[config.mk]
export PLATFORM = sky130hd
export DESIGN_NAME = cmp_timer
export DESIGN_NICKNAME = d
export VERILOG_FILES = /design/src/rtl/cmp_timer_pkg.sv /design/src/rtl/cmp_timer_count.sv /design/src/rtl/cmp_timer_wave.sv /design/src/rtl/cmp_timer.sv
export SDC_FILE = /design/constraint.sdc
export NUM_CORES = 1
export LEC_CHECK = 0
export BUFFER_PORTS_ARGS = -buffer_cell sky130_fd_sc_hd__buf_2
export CAP_MARGIN = 20
export CORE_UTILIZATION = 45
export DETAILED_ROUTE_END_ITERATION = 10
export GPL_TIMING_DRIVEN = 0
export PLACE_DENSITY = 0.77
export SYNTH_ARGS = -nofsm -noshare
export SYNTH_HDL_FRONTEND = slang
export SYNTH_SLANG_ARGS = --single-unit
[constraint.sdc]
create_clock -name clk_i -period 1.7 [get_ports clk_i]
set_input_delay 0.085 -clock clk_i [delete_from_list [all_inputs] [get_ports clk_i]]
set_output_delay 0.085 -clock clk_i [all_outputs]
set_load 0.02 [all_outputs]
[src/rtl/cmp_timer_pkg.sv]
package cmp_timer_pkg;
  typedef enum logic [1:0] {
    ACT_NONE   = 2'b00,
    ACT_TOGGLE = 2'b01,
    ACT_CLEAR  = 2'b10,
    ACT_SET    = 2'b11
  } act_e;

  localparam logic [1:0] MODE_FREE = 2'b00;
  localparam logic [1:0] MODE_CTC  = 2'b10;

  function automatic logic apply_act(act_e act, logic cur);
    case (act)
      ACT_TOGGLE: return ~cur;
      ACT_CLEAR:  return 1'b0;
      ACT_SET:    return 1'b1;
      default:    return cur;
    endcase
  endfunction
endpackage

[src/rtl/cmp_timer_count.sv]
module cmp_timer_count
  import cmp_timer_pkg::*;
#(
  parameter int WIDTH = 8
) (
  input  logic             clk_i,
  input  logic             rst_ni,
  input  logic             tick_i,
  input  logic             cnt_we_i,
  input  logic [WIDTH-1:0] cnt_wdata_i,
  input  logic             cmp_we_i,
  input  logic [WIDTH-1:0] cmp_wdata_i,
  input  logic             mode_we_i,
  input  logic [1:0]       mode_wdata_i,
  output logic [WIDTH-1:0] cnt_o,
  output logic             match_o,
  output logic             wrap_o
);
  localparam logic [WIDTH-1:0] CNT_MAX = {WIDTH{1'b1}};

  logic [WIDTH-1:0] cnt_q, cmp_q;
  logic [1:0]       mode_q;
  logic             adv, eq, ctc;

  assign adv = tick_i & ~cnt_we_i;   // a write blocks this tick
  assign eq  = (cnt_q == cmp_q);
  assign ctc = (mode_q == MODE_CTC);

  assign match_o = adv & eq;
  assign wrap_o  = adv & (cnt_q == CNT_MAX);
  assign cnt_o   = cnt_q;

  always_ff @(posedge clk_i or negedge rst_ni) begin
    if (!rst_ni) begin
      cnt_q  <= '0;
      cmp_q  <= '0;
      mode_q <= MODE_FREE;
    end else begin
      if (cmp_we_i)  cmp_q  <= cmp_wdata_i;
      if (mode_we_i) mode_q <= mode_wdata_i;
      if (cnt_we_i)                cnt_q <= cnt_wdata_i;
      else if (tick_i && ctc && eq) cnt_q <= '0;
      else if (tick_i)              cnt_q <= cnt_q + 1'b1;
    end
  end

  p_wr_prio_r9: assert property (@(posedge clk_i) disable iff (!rst_ni)
    cnt_we_i |=> cnt_q == $past(cnt_wdata_i));
  p_hold_r2: assert property (@(posedge clk_i) disable iff (!rst_ni)
    !tick_i && !cnt_we_i |=> $stable(cnt_q));
  p_free_inc_r2: assert property (@(posedge clk_i) disable iff (!rst_ni)
    tick_i && !cnt_we_i && !ctc |=> cnt_q == $past(cnt_q) + 1'b1);
  p_ctc_clear_r4: assert property (@(posedge clk_i) disable iff (!rst_ni)
    tick_i && !cnt_we_i && ctc && eq |=> cnt_q == '0);
endmodule

[src/rtl/cmp_timer_wave.sv]
module cmp_timer_wave
  import cmp_timer_pkg::*;
(
  input  logic       clk_i,
  input  logic       rst_ni,
  input  logic       match_i,
  input  logic       wrap_i,
  input  logic       force_i,
  input  logic       act_we_i,
  input  logic [1:0] act_wdata_i,
  input  logic       ovf_clr_i,
  input  logic       cmf_clr_i,
  input  logic       oc_en_i,
  output logic       oc_o,
  output logic       ovf_o,
  output logic       cmf_o
);
  act_e act_q;
  logic oc_q, ovf_q, cmf_q;

  always_ff @(posedge clk_i or negedge rst_ni) begin
    if (!rst_ni) begin
      act_q <= ACT_NONE;
      oc_q  <= 1'b0;
      ovf_q <= 1'b0;
      cmf_q <= 1'b0;
    end else begin
      if (act_we_i) act_q <= act_e'(act_wdata_i);
      // match and force use the field held before this edge
      if (match_i || force_i) oc_q <= apply_act(act_q, oc_q);
      if (wrap_i)         ovf_q <= 1'b1;
      else if (ovf_clr_i) ovf_q <= 1'b0;
      if (match_i)        cmf_q <= 1'b1;
      else if (cmf_clr_i) cmf_q <= 1'b0;
    end
  end

  assign oc_o  = oc_en_i & oc_q;
  assign ovf_o = ovf_q;
  assign cmf_o = cmf_q;

  p_ovf_sticky_r3: assert property (@(posedge clk_i) disable iff (!rst_ni)
    ovf_q && !ovf_clr_i |=> ovf_q);
  p_ovf_set_r3: assert property (@(posedge clk_i) disable iff (!rst_ni)
    wrap_i |=> ovf_q);
  p_cmf_set_r10: assert property (@(posedge clk_i) disable iff (!rst_ni)
    match_i |=> cmf_q);
  p_force_no_cmf_r7: assert property (@(posedge clk_i) disable iff (!rst_ni)
    force_i && !match_i && !cmf_q |=> !cmf_q);
  p_act_none_r5: assert property (@(posedge clk_i) disable iff (!rst_ni)
    act_q == ACT_NONE && !act_we_i |=> $stable(oc_q));
  p_no_event_r6: assert property (@(posedge clk_i) disable iff (!rst_ni)
    !match_i && !force_i |=> $stable(oc_q));
endmodule

[src/rtl/cmp_timer.sv]
module cmp_timer
  import cmp_timer_pkg::*;
#(
  parameter int WIDTH = 8
) (
  input  logic             clk_i,
  input  logic             rst_ni,
  input  logic             tick_i,
  input  logic             cnt_we_i,
  input  logic [WIDTH-1:0] cnt_wdata_i,
  input  logic             cmp_we_i,
  input  logic [WIDTH-1:0] cmp_wdata_i,
  input  logic             mode_we_i,
  input  logic [1:0]       mode_wdata_i,
  input  logic             act_we_i,
  input  logic [1:0]       act_wdata_i,
  input  logic             force_i,
  input  logic             ovf_clr_i,
  input  logic             cmf_clr_i,
  input  logic             oc_en_i,
  output logic [WIDTH-1:0] cnt_o,
  output logic             oc_o,
  output logic             ovf_o,
  output logic             cmf_o
);
  logic match, wrap;

  cmp_timer_count #(.WIDTH(WIDTH)) u_count (
    .clk_i        (clk_i),
    .rst_ni       (rst_ni),
    .tick_i       (tick_i),
    .cnt_we_i     (cnt_we_i),
    .cnt_wdata_i  (cnt_wdata_i),
    .cmp_we_i     (cmp_we_i),
    .cmp_wdata_i  (cmp_wdata_i),
    .mode_we_i    (mode_we_i),
    .mode_wdata_i (mode_wdata_i),
    .cnt_o        (cnt_o),
    .match_o      (match),
    .wrap_o       (wrap)
  );

  cmp_timer_wave u_wave (
    .clk_i       (clk_i),
    .rst_ni      (rst_ni),
    .match_i     (match),
    .wrap_i      (wrap),
    .force_i     (force_i),
    .act_we_i    (act_we_i),
    .act_wdata_i (act_wdata_i),
    .ovf_clr_i   (ovf_clr_i),
    .cmf_clr_i   (cmf_clr_i),
    .oc_en_i     (oc_en_i),
    .oc_o        (oc_o),
    .ovf_o       (ovf_o),
    .cmf_o       (cmf_o)
  );

  p_oc_quiet_r8: assert property (@(posedge clk_i) disable iff (!rst_ni)
    !oc_en_i |-> !oc_o);
endmodule

# Word level (Yosys, flattened, before mapping)

Index checks and enable logic that the tools add are counted.

Flip-flop bits (word level): 23
Bits of input ports: 31
Output and inout bits: 11
Word-level logic and storage cells: 36

Add/subtract/negate cells: 1
Equal/unequal tests: 6
Mux-type cells: 8
Bitwise operators: 6
Reduce and logical (&&, ||, !) cells: 8

Operators by type and width:

| operator            | number |
|---|---|
| $mux 8              | 3 |
| $add 8x1->8 const B | 1 |
| $eq 8x8->1          | 1 |
| $eq 8x8->1 const B  | 1 |
| $eq 2x2->1 const B  | 3 |
| $reduce_bool 3->1   | 2 |
| $and 1x1->1         | 4 |
| $mux 1              | 4 |
| $reduce_bool 2->1   | 2 |
| $pmux 1 s3          | 1 |
| $eq 2x1->1 const B  | 1 |
| $logic_and 1x1->1   | 2 |
| $not 1->1           | 2 |
| $reduce_and 2->1    | 1 |
| $logic_or 1x1->1    | 1 |

# Logic depth before layout (Yosys ltp)

Depth after elaboration: 5
Gate-level depth with buffers: 6

# By module

Synthesis repeated with hierarchy kept, for this count alone.

Cells, all modules: 107
Area total of the unflattened synthesis: 1243.7 um^2

By module, submodules not included:

| module          | times used | cells an instance | area each (um^2) | sequential area each (um^2) |
|---|---|---|---|---|
| cmp_timer_count | 1          | 89                | 1031.0           | 450.4 |
| cmp_timer_wave  | 1          | 18                | 212.7            | 125.1 |

# Worst setup path after synthesis

No wires, ideal clock.

Path type: register -> register
From: reg u_count.cnt_q[6], in the netlist u_count.cnt_o[6]
To: reg u_count.cnt_q[3], in the netlist u_count.cnt_o[3]
Arrival time: 1.435 ns
Required time: 1.562 ns
Path slack: 0.128 ns
Cell stages (with the launch flop): 6
Period minus slack after synthesis: 1.572 ns
Cell sequence: dfrtp_1 > xor2_1 > nor4_2 > nand2_1 > a41oi_1 > o41ai_1

Word-level cells in the longest chain between the ends: 4

Ends and longest elaborated chain:

| item                   | line                  | source |
|---|---|---|
| start, declared        | cmp_timer_count.sv:21 | `logic [WIDTH-1:0] cnt_q, cmp_q;` |
| start signal, assigned | cmp_timer_count.sv:41 | `if (cnt_we_i) cnt_q <= cnt_wdata_i;` |
| start signal, assigned | cmp_timer_count.sv:43 | `else if (tick_i) cnt_q <= cnt_q + 1'b1;` |
| $eq 8x8->1 *           | cmp_timer_count.sv:26 | `assign eq = (cnt_q == cmp_q);` |
| $logic_and 1x1->1 *    | cmp_timer_count.sv:42 | `else if (tick_i && ctc && eq) cnt_q <= '0;` |
| $mux 8                 | cmp_timer_count.sv:42 |  |
| $mux 8                 | cmp_timer_count.sv:41 |  |

Mark *: on every way between the ends. The rest lies on a longest branch, timed or not.
A chain may end at the register's enable or synchronous reset.

# Worst setup path after layout

From: reg u_count.cnt_q[4], in the netlist u_count.cnt_o[4]
To: reg u_wave.oc_q

Word-level cells in the longest chain between the ends: 4

Ends and longest elaborated chain:

| item                       | line                  | source |
|---|---|---|
| $eq 8x8->1                 | cmp_timer_count.sv:26 |  |
| $and 1x1->1                | cmp_timer_count.sv:29 | `assign match_o = adv & eq;` |
| $logic_or 1x1->1           | cmp_timer_wave.sv:30  | `if (match_i \|\| force_i) oc_q <= apply_act(act_q, oc_q);` |
| $reduce_and 2->1 (no line) | n/a                   |  |
| end signal, assigned       | cmp_timer_wave.sv:30  |  |
| end, declared              | cmp_timer_wave.sv:19  | `logic oc_q, ovf_q, cmf_q;` |

Every way passes these cells.

==> key figures <==
Die
  – Die X: between 50 and 60 µm
  – Die Ht: 53.29 µm
  – Die area: approximately 2800 µm²
  – CORE AREA: 2477 µm²
  – # IOs: 42
  – Row count: 18
  – Starting Density: 0.4778

Clocking
  – Post-CTS setup buffers: 0
  – Root buf cell: clkbuf_4
  – Clock Tree Buf Depth: 2
  – Clock sinks: 23
  – H-tree depth: 1
  – TritonCTS buffer count: 3
  – Clk Latency, worst-skew pair: 320 ps
  – TritonCTS clock tree: built
  – Worst-path clk slew: ~130 ps

Finish
  – Filler Cell Count: roughly 210
  – Share of cells above drive strength 1: 0.3846
  – Nets: between 200 and 250
  – Leading cell type in the layout, fill and taps excluded: buf_2
  – Commonest non-fill, non-tap cells in the layout: buf_2, dfrtp_1, dlygate4sd3_1
  – Synthesis-to-layout area growth: 37.84%
  – Antenna Cells: 0

Setup path
  – Critical path data arrival time: about 1900 ps
  – R2R depth: 4
  – Critical path destination: u_wave.oc_q
  – Crit Path Max Fanout: 6
  – Crit Path Category: flip-flop to flip-flop
  – R2r setup slk: 70 ps
  – Required time of the worst setup path: about 1900 ps
  – Crit end category: flip-flop
  – Worst R2R End: u_wave.oc_q
  – Crit path from: u_count.cnt_o[4]
  – CP startpoint kind: flip-flop
  – Worst r2r src: u_count.cnt_o[4]

Timing
  – Hold slack: ~20 ps
  – Max Fclk: 0.6137 GHz
  – RSZ-0062 raised after global routing: true
  – Minimum clock period: about 1600 ps
  – Max_slew headroom: 0.6548
  – Final Hold Fails: 0
  – Tcrit/Tclk final: 0.9586
  – Slew @ Worst Pin: 517.8 ps
  – Final setup skew: between 1 and 1.5 ps
  – Final setup vio count: 0
  – Max-slew violations: 0

Pwr
  – Static Leak: between 0.7 and 0.8 nW
  – Pwr/cell area: between 700 and 800 nW/µm²
  – VDD IR max: 0.5954 mV
  – Pwr Total: approximately 1.2 mW

Yosys
  – Synth Cell Area: approximately 1200 µm²
  – Cell count after synthesis: 108
  – Register area share after synthesis: 0.4863
  – Synth Warn #: 0
  – Synth area leader: dfrtp_1
  – Top_reg_cell synth: dfrtp_1
  – Top cells by area, synth: dfrtp_1, mux2_2, xor2_1
  – Async set-reset flop share out of synthesis: 1.000
  – Synth top area share: 0.4863
  – Syn Nets: between 100 and 150
  – Number of flops mapped to enable cells by yosys: 0
  – Post-synthesis cell type count: 33
  – Yosys reg bits: 23
  – Avg Cell Area, Syn: about 11 µm²

Global routing
  – Vias in the first global route: roughly 910
  – Largest net degree at the start of global routing: 24
  – Met1 usage in global routing: 0.2487
  – GRT Overall Usage: 0.1943
  – Initial antenna violation count: 0
  – Top Usage Layer GRT: met2
  – First-pass GRT wire length: about 4 mm
  – Met3 usage: 0.03448
  – Met2 usage: 0.3146
  – Global route overflow: 0

Min path
  – HP Class: input port to flip-flop

Drt
  – Post-DRT Antenna Nets: 0
  – Routed len/inst: approximately 13 µm
  – Iter 0 DRT Violations: 10
  – Vias: 1,031
  – Initial DRT Pass Iterations: 4
  – Routed wire length: roughly 2.5 mm
  – Via-to-Cell Ratio: approximately 5.2
  – Remaining DRCs: 0

Place
  – Hpwl dp: between 1.5 and 2 mm
  – Port-buffer cells: 39
  – Final Wtd Congestion: around 0.82

Run
  – Max cap viols: 0

Outcome
  – Outcome: complete, no violations
[sequential cells by signal, indices dropped and copies added (netlist names)]
register and flops:
u_count.cmp_q 8, u_count.mode_q 2, u_wave.oc_q 1, u_count.cnt_o 8, u_wave.ovf_o 1, u_wave.cmf_o 1
u_wave.act_q 2
[through the flow]
stage | cell area [µm²] | setup slack (ps) | utilization | setup TNS (ps) | cells
after floorplan | 1184 | 127.7 | - | 0 | 108
after CTS | 1604 | 64.82 | 0.6475 | 0 | 197
after detailed placement | 1416 | 83.48 | 0.5717 | 0 | 177
after global routing | 1632 | -21.62 | 0.6586 | -26.72 | 199
final | 1632 | 70.41 | 0.6586 | 0 | 199
after global placement | 1416 | 107.6 | 0.5717 | 0 | 177
[layer usage]
metal | share of wire | routed length (µm)
met1 | 0.44 | 1113
met2 | 0.49 | 1230
met3 | 0.049 | 123
met4 | 0.018 | 44
met5 | 0 | 0
[critical path, stage by stage, from the launching register on]
cell	delay (ps)
dfrtp_1	480
xor2_1	180
nor4_2	350
a31oi_1	210
a211o_1	320
[cells in the mapped netlist (2+ instances only)]
| library cell | count |
|---|---|
| xor2_1 | 11 |
| a21oi_1 | 5 |
| dfrtp_1 | 23 |
| nor4_2 | 2 |
| xnor2_1 | 2 |
| nor2_1 | 10 |
| and3_1 | 2 |
| nand4_1 | 3 |
| mux2_2 | 12 |
| o21ai_0 | 3 |
| o22ai_1 | 2 |
| inv_1 | 3 |
| o41ai_1 | 2 |
| nand2_1 | 9 |
[cell type report]
type / instances / area (µm²) / area share
plain buffers: 2 / 8.758 / 0.005368
clock buffers: 3 / 22.52 / 0.01380
clock inverters: 1 / 5.005 / 0.003067
inverters: 4 / 15.01 / 0.009202
multi-input cells: 79 / 591.8 / 0.3627
flip-flops and latches: 23 / 575.6 / 0.3528
well taps: 30 / 37.54 / 0.02301
repair buffers: 57 / 375.4 / 0.2301
[how the worst min path moves through the flow]
stage	start	to	slack, ps	cells after the start
6_report	cnt_wdata_i[4]	u_count.cnt_o[4]	20	3
5_1_grt	act_we_i	u_wave.act_q[1]	20	2
4_1_cts	cmp_wdata_i[2]	u_count.cmp_q[2]	7	2
3_5_place_dp	rst_ni	u_wave.act_q[1]	90	1
3_3_place_gp	rst_ni	u_wave.oc_q	80	1
2_1_floorplan	rst_ni	u_count.cmp_q[0]	-210	0
[power by group]
| part | switching [mW] | total, mW | internal [mW] |
|---|---|---|---|
| Combinational | 0.147 | 0.305 | 0.158 |
| Clock | 0.170 | 0.258 | 0.0882 |
| Sequential | 0.0705 | 0.674 | 0.604 |
[cell families (layout without fill, tap and decap cells)]
family,after synthesis,count (layout),share of synthesized area
and+or+nand+nor,35,35,0.1681
DFF,23,23,0.4863
AOI/OAI and AO/OA,17,17,0.09620
xor gates and xnor gates,13,13,0.09620
muxes,13,13,0.1226
buffers and inverters,6,67,0.02007
adders and majority gates,1,1,0.01057
[timing repair]
item                       4_1_cts  5_1_grt
hold endpoints to repair        38        2
hold buffers                    16        2
setup endpoints to repair        0        6
resized for setup                0        2
Power figures use the tool's default switching activity.
